==> src/rtl/pfwp_pkg.sv <==
package pfwp_pkg;

  typedef enum logic [2:0] {
    ST_ISOLATED,
    ST_NORMAL,
    ST_DRAIN,
    ST_PROTECT,
    ST_BACKUP,
    ST_RECOVER
  } pf_state_e;

  function automatic int unsigned scale_cyc(input int unsigned cyc,
                                            input bit fast,
                                            input int unsigned sh);
    int unsigned v;
    v = fast ? (cyc >> sh) : cyc;
    return (v == 0) ? 1 : v;
  endfunction

endpackage

==> src/rtl/pfwp_sync.sv <==
module pfwp_sync #(
  parameter int W       = 2,
  parameter int STAGES  = 2,
  parameter bit RST_VAL = 1'b1
) (
  input  logic         clk,
  input  logic         rst,
  input  logic [W-1:0] d_i,
  output logic [W-1:0] q_o
);

  logic [STAGES-1:0][W-1:0] stg;

  always_ff @(posedge clk) begin
    if (rst) begin
      stg <= {STAGES{ {W{RST_VAL}} }};
    end else begin
      stg[0] <= d_i;
      for (int i = 1; i < STAGES; i++) stg[i] <= stg[i-1];
    end
  end

  assign q_o = stg[STAGES-1];

endmodule

==> src/rtl/pfwp_timer.sv <==
module pfwp_timer #(
  parameter int CW = 8
) (
  input  logic          clk,
  input  logic          rst,
  input  logic          clr_i,
  input  logic          en_i,
  input  logic [CW-1:0] last_i,
  output logic          done_o
);

  logic [CW-1:0] cnt_q;

  always_ff @(posedge clk) begin
    if (rst || clr_i) cnt_q <= '0;
    else if (en_i)    cnt_q <= cnt_q + 1'b1;
  end

  assign done_o = en_i && (cnt_q == last_i);

endmodule

==> src/rtl/pfwp_ctrl.sv <==
module pfwp_ctrl #(
  parameter int unsigned REC_CYCLES = 8000000,
  parameter int unsigned WPT_CYCLES = 10000,
  parameter bit          FAST_SIM   = 1'b0,
  parameter int unsigned FAST_SHIFT = 10
) (
  input  logic clk,
  input  logic rst,
  input  logic supply_fail_i,
  input  logic supply_low_i,
  input  logic ce_n_i,
  input  logic we_n_i,
  input  logic oe_n_i,
  output logic wr_block_o,
  output logic dq_hiz_o,
  output logic bkp_sel_o,
  output logic cell_link_o
);
  import pfwp_pkg::*;

  localparam int unsigned REC_EFF = scale_cyc(REC_CYCLES, FAST_SIM, FAST_SHIFT);
  localparam int unsigned WPT_EFF = scale_cyc(WPT_CYCLES, FAST_SIM, FAST_SHIFT);
  localparam int unsigned MAX_EFF = (REC_EFF > WPT_EFF) ? REC_EFF : WPT_EFF;
  localparam int          CW      = $clog2(MAX_EFF + 1);
  localparam logic [CW-1:0] REC_LAST = CW'(REC_EFF - 1);
  localparam logic [CW-1:0] WPT_LAST = CW'(WPT_EFF - 1);

  logic [1:0] flags_s;
  logic       fail_s;
  logic       low_s;

  pfwp_sync #(.W(2), .STAGES(2), .RST_VAL(1'b1)) sync_i (
    .clk (clk),
    .rst (rst),
    .d_i ({supply_low_i, supply_fail_i}),
    .q_o (flags_s)
  );
  assign fail_s = flags_s[0];
  assign low_s  = flags_s[1];

  pf_state_e state_q, state_d;
  logic      access, rd_req, tmr_done, tmr_en, tmr_clr;
  logic [CW-1:0] tmr_last;

  assign access = !ce_n_i && (!we_n_i || !oe_n_i);
  assign rd_req = !ce_n_i && we_n_i && !oe_n_i;

  assign tmr_en   = (state_q == ST_DRAIN) || (state_q == ST_RECOVER);
  assign tmr_clr  = (state_d != state_q);
  assign tmr_last = (state_q == ST_DRAIN) ? WPT_LAST : REC_LAST;

  pfwp_timer #(.CW(CW)) tmr_i (
    .clk    (clk),
    .rst    (rst),
    .clr_i  (tmr_clr),
    .en_i   (tmr_en),
    .last_i (tmr_last),
    .done_o (tmr_done)
  );

  always_comb begin
    state_d = state_q;
    case (state_q)
      ST_ISOLATED: if (!fail_s) state_d = ST_RECOVER;
      ST_NORMAL:   if (fail_s)  state_d = access ? ST_DRAIN : ST_PROTECT;
      ST_DRAIN:    if (!access || tmr_done) state_d = ST_PROTECT;
      ST_PROTECT: begin
        if (low_s)        state_d = ST_BACKUP;
        else if (!fail_s) state_d = ST_RECOVER;
      end
      ST_BACKUP:   if (!low_s) state_d = ST_PROTECT;
      ST_RECOVER: begin
        if (low_s)         state_d = ST_BACKUP;
        else if (fail_s)   state_d = ST_PROTECT;
        else if (tmr_done) state_d = ST_NORMAL;
      end
      default:     state_d = ST_ISOLATED;
    endcase
  end

  logic open_d;
  assign open_d = (state_d == ST_NORMAL) || (state_d == ST_DRAIN);

  always_ff @(posedge clk) begin
    if (rst) begin
      state_q     <= ST_ISOLATED;
      wr_block_o  <= 1'b1;
      dq_hiz_o    <= 1'b1;
      bkp_sel_o   <= 1'b0;
      cell_link_o <= 1'b0;
    end else begin
      state_q     <= state_d;
      wr_block_o  <= !open_d;
      dq_hiz_o    <= open_d ? !rd_req : 1'b1;
      bkp_sel_o   <= (state_d == ST_BACKUP);
      cell_link_o <= cell_link_o ||
                     ((state_q == ST_ISOLATED) && (state_d != ST_ISOLATED));
    end
  end

endmodule

==> config.mk <==
export PLATFORM = sky130hd
export DESIGN_NAME = pfwp_ctrl
export DESIGN_NICKNAME = d
export VERILOG_FILES = /design/src/rtl/pfwp_pkg.sv /design/src/rtl/pfwp_sync.sv /design/src/rtl/pfwp_timer.sv /design/src/rtl/pfwp_ctrl.sv
export SDC_FILE = /design/constraint.sdc
export NUM_CORES = 1
export LEC_CHECK = 0
export BUFFER_PORTS_ARGS = -buffer_cell sky130_fd_sc_hd__buf_2
export CORE_ASPECT_RATIO = 0.75
export CORE_MARGIN = 2
export CORE_UTILIZATION = 30
export DETAILED_ROUTE_END_ITERATION = 8
export GPL_TIMING_DRIVEN = 0
export PLACE_DENSITY = 0.57
export SLEW_MARGIN = 0
export SYNTH_ARGS = -nofsm -noshare
export SYNTH_HDL_FRONTEND = slang
export SYNTH_HIERARCHICAL = 1
export SYNTH_SLANG_ARGS = --single-unit
==> constraint.sdc <==
create_clock -name clk -period 7.9 [get_ports clk]
set_clock_uncertainty 0.2 [all_clocks]
set_input_delay 1.185 -clock clk [delete_from_list [all_inputs] [get_ports clk]]
set_output_delay 1.185 -clock clk [all_outputs]
set_load 0.1 [all_outputs]
# After elaboration in Yosys (flattened, before gate mapping)
# Cells that the tools add are included.
# word_totals
out_inout_bits,4
ff_bits,34
elab_cells,51
# op_classes
mux,11
n_addsub,1
n_eq_ne,10
n_reduce_logical,20
bitwise_logic,1
# op_table
op,n
$mux 3,8
$add 23x1->23 const B,1
$eq 23x23->1,1
$mux 23,1
$pmux 3 s6,1
$eq 3x2->1 const B,3
$eq 3x3->1 const B,3
$eq 3x1->1 const B,2
$logic_not 1->1,6
$logic_or 1x1->1,6
$logic_and 1x1->1,5
$logic_not 3->1,1
$ne 3x3->1,1
$reduce_bool 3->1,1
$reduce_or 2->1,1
$mux 1,1
$not 1->1,1

# Logic depth before layout (Yosys ltp)
# Gate-level depths: netlist (run 1).
# depth
ltp_word,12
ltp_mapped,16

# Hierarchy
# Netlist (run 1), hierarchy kept.
# by_module_without_submodules
module,seq_area_each_um2,cells_per_inst,n_inst,area_each_um2
pfwp_timer,460.4,155,1,1387.6
pfwp_ctrl,140.1,59,1,464.2
pfwp_sync,80.1,10,1,120.1

# Least setup slack after synthesis (run 1)
# No wires, ideal clock.
# synth_timing
path_type,reg-to-reg
startpoint,register state_q[2]
endpoint,register tmr_i.cnt_q[16]
required_time_ns,7.641
setup_slack_ns,4.109
setup_ns,0.059
arrival_time_ns,3.532
stages_incl_launch_ff,17
period_less_slack_ns,3.791
cell_sequence,dfxtp_1 -> buf_2 -> nor2_1 -> nand2_1 -> inv_1 -> xor2_1 -> nor4_1 -> nand4_1 -> nor3_1 -> nor2_1 -> o32a_1 -> a21boi_2 -> mux2i_1 -> or2_2 -> dlymetal6s2s_1 -> or4_1 -> nand2_1
# synth_via
elab_chain_len,10
# synth_rtl
item,line,text
"start, declared",pfwp_ctrl.sv:41,"pf_state_e state_q, state_d;"
"start signal, assigned",pfwp_ctrl.sv:92,state_q <= state_d;
$eq 3x2->1 *,pfwp_ctrl.sv:50,assign tmr_last = (state_q == ST_DRAIN) ? WPT_LAST : REC_LAST;
$mux 23 *,pfwp_ctrl.sv:50,
net tmr_last[12],pfwp_ctrl.sv:43,logic [CW-1:0] tmr_last;
$eq 23x23->1 *,pfwp_timer.sv:19,assign done_o = en_i && (cnt_q == last_i);
$logic_and 1x1->1 *,pfwp_timer.sv:19,
net tmr_done,pfwp_ctrl.sv:42,"logic access, rd_req, tmr_done, tmr_en, tmr_clr;"
$mux 3,pfwp_ctrl.sv:75,else if (tmr_done) state_d = ST_NORMAL;
$mux 3,pfwp_ctrl.sv:74,else if (fail_s) state_d = ST_PROTECT;
$mux 3,pfwp_ctrl.sv:73,if (low_s) state_d = ST_BACKUP;
$pmux 3 s6 *,pfwp_ctrl.sv:63,case (state_q)
$ne 3x3->1 *,pfwp_ctrl.sv:49,assign tmr_clr = (state_d != state_q);
net tmr_clr,pfwp_ctrl.sv:42,
$logic_or 1x1->1 *,pfwp_timer.sv:15,if (rst || clr_i) cnt_q <= '0;
"end signal, assigned",pfwp_timer.sv:16,else if (en_i) cnt_q <= cnt_q + 1'b1;
"end, declared",pfwp_timer.sv:12,logic [CW-1:0] cnt_q;
# Mark *: on every way through the listed nets, which the timed path passes. The rest lies on a longest branch.
# A chain may end at the register's enable or synchronous reset.

# Worst setup path after layout (run 1)
# layout_timing
startpoint,register state_q[2]
endpoint,register tmr_i.cnt_q[2]
# Same word-level chain as after synthesis.

==> results.yml, run 1 <==
floorplan:
  die_w_um: 97.6
  dieArea_mm2: 0.00724
  rows: 25
  die_height_um: 74.2
  pin_count: 11
  start_util: 0.312
  core_region_area_mm2: 0.00632
sta:
  hold_ws_ns: 0.207
  rsz0062_at_grt: "false"
  finalWorstPathRequiredPeriod_ns: 4.72
  maxSlewViolCount: 0
  setup_tns_ns: 0
  worst_pin_slew_ns: 0.573
  min_period_over_period: 0.597
  setup_viol: 0
  max_freq_mhz: 212
  slew_headroom: 0.617
  finalHoldViolCount: 0
  postLayoutSetupSlackWorst_ns: 3.18
critical_path:
  crit_path_start: "state_q[2]$_SDFF_PP0_"
  crit_family: "simple AND/OR/NAND/NOR gates"
  critPathLaunchType: "flop"
  r2r-start: "state_q[2]$_SDFF_PP0_"
  path_cells: "buf_2 > nor2_1 > nand2_1 > inv_1 > xor2_1 > nor4_1 > nand4_1 > nor3_1 > nor2_1 > o32a_1 > a21boi_2 > mux2i_1 > or2_2 > dlymetal6s2s_1 > clkbuf_1 > nor2_1"
  end_kind: "flop"
  crit_buf_inv: 4
  cp_max_fo: 12
  cp_slowest_cell: "clkbuf_1"
  cpPeakStageDelay_ns: 0.42
  arrival_ns: 4.68
  crit_required_ns: 7.87
  crit_top_cell: "nor2_1"
  crit_type: "flop to flop"
power:
  p_int_w: 0.000329
  seqPwrFrac: 0.357
  sw_frac_of_total: 0.362
  power_switching_w: 0.000186
  clkPwrFrac: 0.311
  max-vdd-ir-drop_v: 0.0000920
  power_frac_comb: 0.332
  p_leak_nw: 0.959
  p_per_area_mw_per_mm2: 228
layout:
  drive_above_1_share: 0.176
  final_cell_mix: "34 x dfxtp_1, 23 x nor2_1, 22 x xor2_1"
  multi_input_area_mm2: 0.00119
  mostFrequentLayoutCell: "dfxtp_1"
  fillerInstances: 676
  syn2layout_area_growth_pct: 14.7
  regArea_um2: 681
  nets: 257
  final_util: 0.358
  diodes: 0
route:
  ant_nets: 0
  remaining_drc_errors: 0
  wl_per_cell_um: 12.4
  drtIter0Drc: 96
  routed_wl_um: 4100
  dr.pass1.iters: 4
  route.vias.total: 1607
  vias_per_cell: 4.85
clocking:
  cts_hold_buf: 0
  root_buffer: "clkbuf_8"
  clockBufferDepth: 2
  cts_buffers: 5
  clock_sink_count: 34
  insertion_delay_ns: 0.30
  cts_tree: "built"
  h-tree-depth: 2
  path_clk_slew_ns: 0.07
  cts_resized: 0
  post_cts_buffers: 0
logic_synthesis:
  synth_cell_types: 51
  yosysWarnings: 6
  ys.flop_type: "dfxtp_1"
  netlist.area_leader.share: 0.345
  syn_avg_cell_area_um2: 8.80
  ys_ff_latch: 34
  ys_seq_area_frac: 0.345
  synthArstFlopShare: 0
  synth_top_area_cell: "dfxtp_1"
  syn_inst: 224
  netlist_area_mm2: 0.00197
  synth_enable_flop_cells: 0
  synth.top_cells.by_area: "dfxtp_1 35%, xor2_1 9.8%, xnor2_1 5.8%"
worst_hold_path:
  worstHoldStart: "sync_i/stg[0]$_SDFF_PP1_"
  hp-class: "flop to flop"
global_route:
  antenna_found_initial: 0
  grt_overflow_total: 0
  grt_start_max_net_pins: 13
  grt_pass1_vias: 1461
  grt_pass1_wl_um: 7200
  grt.total_usage: 0.128
job:
  maxCapViolations: 0
place:
  dpl_worst_slack_ns: 3.13
  gp_congestion: 0.801
  place.port_buffers: 10
  place_hpwl_um: 3030
status:
  status: "complete, no violations"
-- layer usage --
| metal | global-route usage | share of wire | up-vias |
|---|---|---|---|
| li1 | - | - | 832 |
| met1 | 0.192 | 0.56 | 741 |
| met2 | 0.166 | 0.38 | 28 |
| met3 | 0.0498 | 0.047 | 6 |
| met4 | 0.0386 | 0.012 | 0 |
| met5 | 0 | 0 | - |
-- state kept, by name (all words and copies together) (netlist names) --
signal       count
tmr_i/cnt_q     23
state_q          3
sync_i/q_o       2
sync_i/stg       2
bkp_sel_o        1
cell_link_o      1
dq_hiz_o         1
wr_block_o       1
-- cell type report --
cell class,count,area share
buffer,14,0.0476
inverter,5,0.00830
multi-input combinational,179,0.528
timing repair buffer,10,0.0221
tap,81,0.0448
sequential,34,0.301
clock inverter,3,0.0177
clock buffer,5,0.0304
-- worst reg2reg max path, delay by kind of cell, from the launching register on --
kind            cells  cell delay, ns
flops               1            0.30
mux                 1            0.35
xor+xnor            1            0.10
compound gates      2            0.56
simple gates        8            1.77
buf+inv             4            1.30
-- cells in the mapped netlist (2+ instances only) --
library cell and n:
a21oi_1 4, a31oi_1 6, a41o_1 3, and3_1 4, and4_1 3, buf_2 3
buf_4 3, buf_6 4, clkbuf_1 2, conb_1 2, dfxtp_1 34, inv_1 5
mux2i_1 4, nand2_1 20, nand3_1 8, nand4_1 7, nor2_1 23, nor2_2 2
nor3_1 3, nor4_1 5, o211ai_1 6, o21ai_0 2, or2_1 4, or3_1 3
or4_1 5, xnor2_1 13, xor2_1 22
-- final timing paths --
| check | endpoint | cells past startpoint | slack [ns] |
|---|---|---|---|
| max | tmr_i/cnt_q[2]$_SDFFE_PP0P_ | 16 | 3.18 |
| min | sync_i/q_o[0]$_SDFF_PP1_ | 1 | 0.21 |
| max reg2reg | tmr_i/cnt_q[2]$_SDFFE_PP0P_ | 16 | 3.18 |
| min reg2reg | sync_i/q_o[0]$_SDFF_PP1_ | 1 | 0.21 |
-- power by group through the flow --
stage                     Sequential, W  Combinational (W)  Clock (W)
after floorplan                0.000214           0.000112          0
after global placement         0.000188           0.000171          0
after detailed placement       0.000188           0.000172          0
after CTS                      0.000184           0.000173   0.000164
after global routing           0.000185           0.000191   0.000174
final                          0.000184           0.000171   0.000160
-- logic make-up (layout without fill, tap and decap cells) --
| kind of cell | count (synthesis) | count (layout) | synth area share |
|---|---|---|---|
| simple gates | 99 | 99 | 0.287 |
| buf+inv | 19 | 37 | 0.0641 |
| other cells | 2 | 10 | 0.00381 |
| mux | 4 | 4 | 0.0203 |
| fa+ha+maj | 1 | 1 | 0.00634 |
| compound gates | 30 | 30 | 0.117 |
| flops | 34 | 34 | 0.345 |
| xor+xnor | 35 | 35 | 0.155 |
-- metrics by stage --
step / total power, W / instances / cell area [µm²]
5_1_grt: 0.000550 / 331 / 2260
2_1_floorplan: 0.000326 / 232 / 2000
6_report: 0.000515 / 331 / 2260
3_3_place_gp: 0.000359 / 323 / 2150
4_1_cts: 0.000521 / 331 / 2260
3_5_place_dp: 0.000360 / 323 / 2150
Note: power is estimated with default switching activity, not from simulation.
==> inputs of run 2 (changes only) <==
PLACE_DENSITY = 0.59   (was 0.57)
clock period = 4.1 ns   (was 7.9 ns; I/O delays follow)
==> run 2 against run 1 <==
  * Routed wire length fell by 4.1%
  * Largest cell class unchanged
  * Largest power group unchanged
  * Critical endpoint is now tmr_i/cnt_q[16]$_SDFFE_PP0P_
  * Worst hold slack got worse by 0.0028 ns
  * First-iteration DRC count fell by 27%
  * Combinational power rose by 99%
  * Sequential power rose by 93%
  * Setup slack got worse by 3.0 ns
==> results.yml, run 2 (synthesis gave the netlist of run 1 again) <==
status:
  status: "complete, no violations"
floorplan:
  die_height_um: 74.2
  rows: 25
  core_region_area_mm2: 0.00632
  pin_count: 11
  die_w_um: 97.6
  start_util: 0.312
  dieArea_mm2: 0.00724
critical_path:
  cpPeakStageDelay_ns: 0.52
  crit_type: "flop to flop"
  crit_required_ns: 4.13
  end_kind: "flop"
  critPathLaunchType: "flop"
  cp_slowest_cell: "or4_1"
  crit_family: "simple AND/OR/NAND/NOR gates"
  crit_buf_inv: 2
  cp_max_fo: 12
  arrival_ns: 3.90
  path_cells: "buf_2 > nor2_2 > nand2_4 > inv_1 > xor2_1 > nor4_1 > nand4_1 > nor3_2 > nor2_1 > o32a_1 > a21boi_2 > mux2i_2 > or2_4 > or4_1 > nand2_1"
route:
  routed_wl_um: 3930
  remaining_drc_errors: 0
  dr.pass1.iters: 4
  drtIter0Drc: 70
  route.vias.total: 1579
  vias_per_cell: 4.81
  wl_per_cell_um: 12.0
  ant_nets: 0
layout:
  fin_area_mm2: 0.00225
  drive_above_1_share: 0.190
  regArea_um2: 681
  reg_top3: "tmr_i/cnt_q: 23 flops, state_q: 3 flops"
  syn2layout_area_growth_pct: 13.9
  diodes: 0
  largest_register: "tmr_i/cnt_q"
  largest_reg_flops: 23
  nets: 256
  fillerInstances: 673
  mostFrequentLayoutCell: "dfxtp_1"
  final_cell_mix: "34 x dfxtp_1, 22 x nor2_1, 22 x xor2_1"
  multi_input_area_mm2: 0.00122
sta:
  setup_tns_ns: 0
  hold_ws_ns: 0.204
  max_freq_mhz: 258
  slew_headroom: 0.617
  worst_pin_slew_ns: 0.571
  min_period_over_period: 0.944
  maxSlewViolCount: 0
  finalHoldViolCount: 0
  setup_viol: 0
  rsz0062_at_grt: "false"
  finalWorstPathRequiredPeriod_ns: 3.87
job:
  maxCapViolations: 0
global_route:
  grt.total_usage: 0.117
  grt_overflow_total: 0
  antenna_found_initial: 0
  grt_start_max_net_pins: 13
  grt_pass1_wl_um: 6800
  grt_pass1_vias: 1426
clocking:
  cts_tree: "built"
  root_buffer: "clkbuf_8"
  path_clk_slew_ns: 0.07
  cts_buffers: 5
  clock_sink_count: 34
  h-tree-depth: 2
  clockBufferDepth: 2
  insertion_delay_ns: 0.28
place:
  gp_congestion: 0.809
  place_hpwl_um: 2860
  placed_cell_area_mm2: 0.00215
  place.port_buffers: 10
power:
  p_leak_nw: 0.945
  finalPower_w: 0.000938
  max-vdd-ir-drop_v: 0.000133
  p_per_area_mw_per_mm2: 418
worst_hold_path:
  hp-class: "flop to flop"
## run 2: final cells by class
cell class,instances,share of cell area
timing repair buffer,10,0.0223
sequential,34,0.303
multi-input combinational,179,0.542
buffer,13,0.0429
inverter,5,0.00836
clock buffer,6,0.0368
tap,81,0.0451
## run 2: worst paths after layout
kind	from	endpoint	slack (ns)	depth (start not counted)
hold reg to reg	sync_i/stg[0]$_SDFF_PP1_	sync_i/q_o[0]$_SDFF_PP1_	0.20	1
setup / recovery	state_q[2]$_SDFF_PP0_	tmr_i/cnt_q[16]$_SDFFE_PP0P_	0.23	15
hold / removal	sync_i/stg[0]$_SDFF_PP1_	sync_i/q_o[0]$_SDFF_PP1_	0.20	1
setup reg to reg	state_q[2]$_SDFF_PP0_	tmr_i/cnt_q[16]$_SDFFE_PP0P_	0.23	15
## run 2: stage by stage
stage | worst slack (ns) | utilization | instances
final | 0.228 | 0.355 | 328
after global routing | 0.0163 | 0.355 | 328
after CTS | 0.127 | 0.354 | 328
after detailed placement | -0.633 | 0.341 | 323
after global placement | -0.625 | 0.341 | 323
after floorplan | 0.309 | - | 232
## run 2: repair_timing
action | in CTS | in global routing
setup buffers | 0 | 0
hold endpoints to repair | 0 | 0
cloned | 0 | 0
pin swaps | 0 | 0
endpoints found under the setup margin | 21 | 16
hold buffers | 0 | 0
gates resized for setup | 5 | 2
## run 2: power by group
group / switching (W) / leakage (nW) / internal, W / total, W
Clock: 0.000112 / 0.0431 / 0.000129 / 0.000242
Combinational: 0.000231 / 0.626 / 0.000111 / 0.000341
Sequential: 0.00000679 / 0.276 / 0.000348 / 0.000355
Total: 0.000350 / 0.945 / 0.000588 / 0.000938
## run 2: metal layers
layer	vias to the layer above	GRT usage	routed length (µm)
met5	-	0	0
met4	0	0.0386	25
met3	2	0.0348	124
met2	14	0.166	1580
met1	736	0.169	2200
li1	827	-	-
